[config.mk]
export PLATFORM = sky130hd
export DESIGN_NAME = modem_ctl_unit
export DESIGN_NICKNAME = d
export VERILOG_FILES = /design/src/rtl/mdm_pkg.sv /design/src/rtl/mdm_sync.sv /design/src/rtl/mdm_delta.sv /design/src/rtl/mdm_ctrl_reg.sv /design/src/rtl/modem_ctl_unit.sv
export SDC_FILE = /design/constraint.sdc
export NUM_CORES = 1
export LEC_CHECK = 0
export ABC_AREA = 1
export BUFFER_PORTS_ARGS = -buffer_cell sky130_fd_sc_hd__clkbuf_2
export CORE_UTILIZATION = 45
export CTS_BUF_LIST = sky130_fd_sc_hd__clkbuf_8
export DETAILED_ROUTE_END_ITERATION = 16
export GPL_TIMING_DRIVEN = 0
export PLACE_DENSITY = 0.83
export SLEW_MARGIN = 20
export SYNTH_ARGS = -nofsm -noshare
export SYNTH_HDL_FRONTEND = slang
export SYNTH_SLANG_ARGS = --single-unit
[constraint.sdc]
create_clock -name clk -period 1.5 [get_ports clk]
set_clock_uncertainty 0.05 [all_clocks]
set_input_delay 0.075 -clock clk [delete_from_list [all_inputs] [get_ports clk]]
set_output_delay 0.075 -clock clk [all_outputs]
set_load 0.005 [all_outputs]
[src/rtl/mdm_pkg.sv]
package mdm_pkg;
  localparam int NLINES = 4;  // line order: 0 CTS, 1 DSR, 2 RI, 3 DCD
  localparam int CTRL_W = 5;

  // Active-low line values seen in loop mode, taken from the control bits.
  function automatic logic [NLINES-1:0] loop_lines_n(input logic [CTRL_W-1:0] c);
    loop_lines_n = {~c[3], ~c[2], ~c[0], ~c[1]};
  endfunction

  // Change events: toggles for CTS/DSR/DCD, low-to-high only for RI.
  function automatic logic [NLINES-1:0] delta_events(input logic [NLINES-1:0] prev_n,
                                                      input logic [NLINES-1:0] cur_n);
    logic [NLINES-1:0] t;
    t = prev_n ^ cur_n;
    t[2] = ~prev_n[2] & cur_n[2];
    delta_events = t;
  endfunction

  function automatic logic [7:0] pack_status(input logic [NLINES-1:0] cur_n,
                                             input logic [NLINES-1:0] flags);
    pack_status = {~cur_n, flags};
  endfunction
endpackage

[src/rtl/mdm_sync.sv]
module mdm_sync #(
  parameter int STAGES = 2,
  parameter int WIDTH  = 4,
  parameter logic [WIDTH-1:0] RST_VAL = '1
) (
  input  logic             clk,
  input  logic             mr,
  input  logic [WIDTH-1:0] din,
  output logic [WIDTH-1:0] dout
);
  logic [WIDTH-1:0] stg [STAGES];

  for (genvar i = 0; i < STAGES; i++) begin : g_stage
    if (i == 0) begin : g_first
      always_ff @(posedge clk) begin
        if (mr) stg[0] <= RST_VAL;
        else    stg[0] <= din;
      end
    end else begin : g_next
      always_ff @(posedge clk) begin
        if (mr) stg[i] <= RST_VAL;
        else    stg[i] <= stg[i-1];
      end
    end
  end

  assign dout = stg[STAGES-1];
endmodule

[src/rtl/mdm_delta.sv]
module mdm_delta
  import mdm_pkg::*;
(
  input  logic              clk,
  input  logic              mr,
  input  logic [NLINES-1:0] line_n,
  input  logic              rd,
  output logic [NLINES-1:0] flags,
  output logic [NLINES-1:0] evt
);
  logic [NLINES-1:0] prev_n;

  assign evt = delta_events(prev_n, line_n);

  always_ff @(posedge clk) begin
    if (mr) begin
      prev_n <= '1;
      flags  <= '0;
    end else begin
      prev_n <= line_n;
      flags  <= (rd ? '0 : flags) | evt;
    end
  end

  AST_FLAGS_STICKY: assert property (@(posedge clk) disable iff (mr)
    !rd |=> ((flags & $past(flags)) == $past(flags)));
  AST_READ_KEEPS_NEW: assert property (@(posedge clk) disable iff (mr)
    rd |=> (flags == $past(evt)));
  AST_RI_FALL_SILENT: assert property (@(posedge clk) disable iff (mr)
    ($fell(line_n[2]) && rd) |=> !flags[2]);
endmodule

[src/rtl/mdm_ctrl_reg.sv]
module mdm_ctrl_reg
  import mdm_pkg::*;
(
  input  logic              clk,
  input  logic              mr,
  input  logic              wr,
  input  logic [7:0]        wdata,
  output logic [CTRL_W-1:0] ctrl,
  output logic              dtr_n,
  output logic              rts_n,
  output logic              out2_n
);
  logic loop_on;
  logic unused_hi;

  assign unused_hi = ^wdata[7:CTRL_W];

  always_ff @(posedge clk) begin
    if (mr)      ctrl <= '0;
    else if (wr) ctrl <= wdata[CTRL_W-1:0];
  end

  assign loop_on = ctrl[4];
  assign dtr_n   = ~(ctrl[0] & ~loop_on);
  assign rts_n   = ~(ctrl[1] & ~loop_on);
  assign out2_n  = ~(ctrl[3] & ~loop_on);

  AST_CTRL_WRITE: assert property (@(posedge clk) disable iff (mr)
    wr |=> (ctrl == $past(wdata[CTRL_W-1:0])));
endmodule

[src/rtl/modem_ctl_unit.sv]
module modem_ctl_unit
  import mdm_pkg::*;
#(
  parameter int SYNC_STAGES = 2
) (
  input  logic       clk,
  input  logic       mr,
  input  logic       cts_n,
  input  logic       dsr_n,
  input  logic       ri_n,
  input  logic       dcd_n,
  input  logic       status_rd,
  input  logic       ctrl_wr,
  input  logic [7:0] wr_data,
  input  logic       msi_en,
  output logic [7:0] status_q,
  output logic [7:0] ctrl_q,
  output logic       dtr_n,
  output logic       rts_n,
  output logic       out2_n,
  output logic       msi_irq
);
  logic [NLINES-1:0] pins_n, sync_n, eff_n, flags, evt;
  logic [CTRL_W-1:0] ctrl;
  logic              loop_on;

  assign pins_n = {dcd_n, ri_n, dsr_n, cts_n};

  mdm_sync #(.STAGES(SYNC_STAGES), .WIDTH(NLINES), .RST_VAL('1)) u_sync (
    .clk(clk), .mr(mr), .din(pins_n), .dout(sync_n));

  mdm_ctrl_reg u_ctrl (
    .clk(clk), .mr(mr), .wr(ctrl_wr), .wdata(wr_data), .ctrl(ctrl),
    .dtr_n(dtr_n), .rts_n(rts_n), .out2_n(out2_n));

  assign loop_on = ctrl[4];
  assign eff_n   = loop_on ? loop_lines_n(ctrl) : sync_n;

  mdm_delta u_delta (
    .clk(clk), .mr(mr), .line_n(eff_n), .rd(status_rd), .flags(flags), .evt(evt));

  assign status_q = pack_status(eff_n, flags);
  assign ctrl_q   = {{(8-CTRL_W){1'b0}}, ctrl};
  assign msi_irq  = msi_en & (|flags);

  AST_RESET_IDLE: assert property (@(posedge clk)
    mr |=> (dtr_n && rts_n && out2_n && !msi_irq && status_q[3:0] == 4'h0));
  AST_LOOP_QUIET: assert property (@(posedge clk) disable iff (mr)
    ctrl_q[4] |-> (dtr_n && rts_n && out2_n));
  AST_EVENT_FLAGGED: assert property (@(posedge clk) disable iff (mr)
    (|evt) |=> (status_q[3:0] != 4'h0));
  AST_IRQ_ON_EVENT: assert property (@(posedge clk) disable iff (mr)
    (|evt) |=> (msi_irq == msi_en));
endmodule

==> key figures <==
Run
  • Max-cap violations: 0

Die
  • Die Y: 45.9 um
  • Starting Density: 49.1%
  • IO Pins: 37
  • Die area: 2110 um2
  • Core Rows: 15
  • CORE AREA: 1760 um2
  • Die X: 45.9 um

Pwr
  • Comb power frac: 15.6%
  • Clock network power share: 31.2%
  • Sw Ratio: 24.9%
  • Pint: 863 uW
  • Lkg Pwr: 0.000653 uW
  • Net Sw Power: 286 uW
  • Total power: 1150 uW
  • Pwr Density: 998 nW/um2
  • Peak supply drop: 614 uV
  • Seq pwr share: 53.1%

Critical path
  • CP required: 1370 ps
  • Crit Path Category: flip-flop to output port
  • CP Max Fanout: 10
  • Crit path arrival time: 1100 ps
  • Worst setup EP type: output port
  • Startpoint Class: flip-flop
  • Worst R2R Path Depth: 7

STA
  • Final setup violating endpoints: 0
  • Slew Viols, Final: 0
  • Post-layout minimum cycle time: 1220 ps
  • Tcrit/Tclk final: 81.5%
  • Fmax: 0.818 GHz
  • Final hold vios: 0
  • RSZ-0062 raised after global routing: false
  • Setup TNS: 0 ps

Final layout
  • Nets@finish: 167
  • Finished Cell Area: 1150 um2
  • Antenna cells: 0
  • Fill cells: 168
  • Layout cells sized above 1: 38.3%
  • P&R area growth vs syn: 32.8%

Yosys
  • Post-Syn Instances: 108
  • Yosys warning count: 0
  • Post-synthesis sequential area ratio: 48.5%
  • Post-synth cell types: 18
  • Mapped Area: 867 um2
  • Mean Syn Cell Area: 8.03 um2
  • Synth area leader: dfxtp_1
  • Flip-flop and latch count after synthesis: 21
  • Area contributors post-synth: dfxtp_1 (48%), nand2_1 (12%), nand3_2 (6.9%)
  • Area share of the largest cell type after synthesis: 48.5%

Detailed routing
  • Per-cell routed wire length: 10.2 um
  • Vias: 770
  • Vias per cell: 4.43
  • DRT Pass-1 Iters: 5
  • Post-Route WL: 1.77 mm
  • DR iter-0 viols: 11
  • Antenna-violating nets left: 0
  • Remaining DRCs: 0

Global route
  • Grt met3 use: 4.37%
  • Routing usage on met1: 19.5%
  • Gr ovfl total: 0
  • Total GRT Usage: 18.9%
  • First-pass GRT wire length: 2.79 mm
  • Met2 Use GR: 34.4%
  • Initial antenna violation count: 0
  • Vias in the first global route: 714
  • Pin count of the biggest net entering global routing: 12
  • GRT busiest layer: met2

Hold path
  • Hold Path Depth: 3
  • Hold Crit Class: input pin to flip-flop

CTS
  • Post-CTS Setup Inserts: 0
  • Clk sinks: 21
  • Clock Path Buffers: 2
  • Num CTS Buffers: 3
  • Clock Pin Slew Worst Setup and Hold Paths: 70 ps
  • Skew-Pair Late Insertion Delay: 260 ps
  • Root buf cell: clkbuf_8
  • CTS tree: built
  • H-tree depth: 1

Placed design
  • Dpl hpwl: 1.28 mm
  • I/O Buffers: 30
  • DP Area: 1060 um2
  • Placer congestion estimate: 0.717

Status
  • Outcome: finished clean
cell usage in the layout (no fill, tap or decap), types with 2 or more instances in the layout:
master         Yosys  final
buf_6              2      2
inv_1             16     17
nor2_1             3      3
clkbuf_2           0     30
dfxtp_1           21     21
or2_2              8      8
dlygate4sd3_1      0      5
conb_1             1      3
buf_4              3      3
clkbuf_8           0      3
nand2_2            3      3
a21oi_1            5      5
nand3_1            3      3
nand2_1           27     27
o21ai_0            5      5
nand3_2            6      6
final timing paths:
| check | endpoint | start | slack, ps |
|---|---|---|---|
| max | status_q[6] | u_ctrl.ctrl[4] | 280 |
| min | u_ctrl.ctrl[2] | ctrl_wr | 30 |
| max reg2reg | u_delta.flags[0] | u_ctrl.ctrl[4] | 500 |
| min reg2reg | u_sync.stg[1][1] | u_sync.stg[0][1] | 360 |
metal layers:
metal  share of wire, %  wire, um
met1                 42       743
met2                 52       925
met3                4.7        84
met5                  0         0
met4               0.90        16
worst max-delay path, cell delays in order, from the launching register on:
cell	delay, ps
dfxtp_1	350
buf_6	160
nand2_1	80
o21ai_1	110
clkbuf_2	140
power groups by stage:
stage / registers [uW] / clock network [uW] / logic (uW)
floorplan: 621 / 0 / 102
global placement: 621 / 0 / 165
detailed placement: 623 / 0 / 169
CTS: 610 / 363 / 181
global route: 614 / 386 / 202
finish: 610 / 359 / 180
synth_stat cells, drive strengths merged:
master  count
a21oi       5
o211ai      1
dfxtp      21
nor2        3
o21ai       6
buf         5
nand3       9
inv        18
conb        1
nand2      30
or2         8
nor4        1
logic make-up (layout without fill, tap and decap cells):
logic type | count (synthesis) | in the layout | synth area share (%)
AOI/OAI and AO/OA | 12 | 12 | 7.21
other | 1 | 3 | 0.432
DFF | 21 | 21 | 48.5
buffers and inverters | 23 | 62 | 13.6
and+or+nand+nor | 51 | 51 | 30.3
stage by stage:
step	worst slack (ps)	cells	utilization [%]	hold WS (ps)
after floorplan	568	110	-	94.1
after global placement	541	165	59.9	207
after detailed placement	514	165	59.9	211
after CTS	262	174	65.2	31.7
after global routing	198	174	65.2	62.4
final	278	174	65.2	33.5
repair_timing:
item | 4_1_cts | 5_1_grt
endpoints found under the hold margin | 5 | 0
gates resized for setup | 0 | 0
hold buffers | 5 | 0
cell type report:
cell class	instances	area [um2]	area share [%]
buffer	5	45.0	3.91
clock buffer	3	41.3	3.59
clock inverter	1	3.75	0.326
inverter	18	72.6	6.30
multi-input combinational	66	337	29.2
sequential	21	420	36.5
tap	25	31.3	2.72
timing repair buffer	35	200	17.4
registers in the layout (all words and copies together) (netlist names):
register        count
u_delta.flags       4
u_sync.stg          8
u_ctrl.ctrl         5
u_delta.prev_n      4
Note: power is estimated with default switching activity, not from simulation.
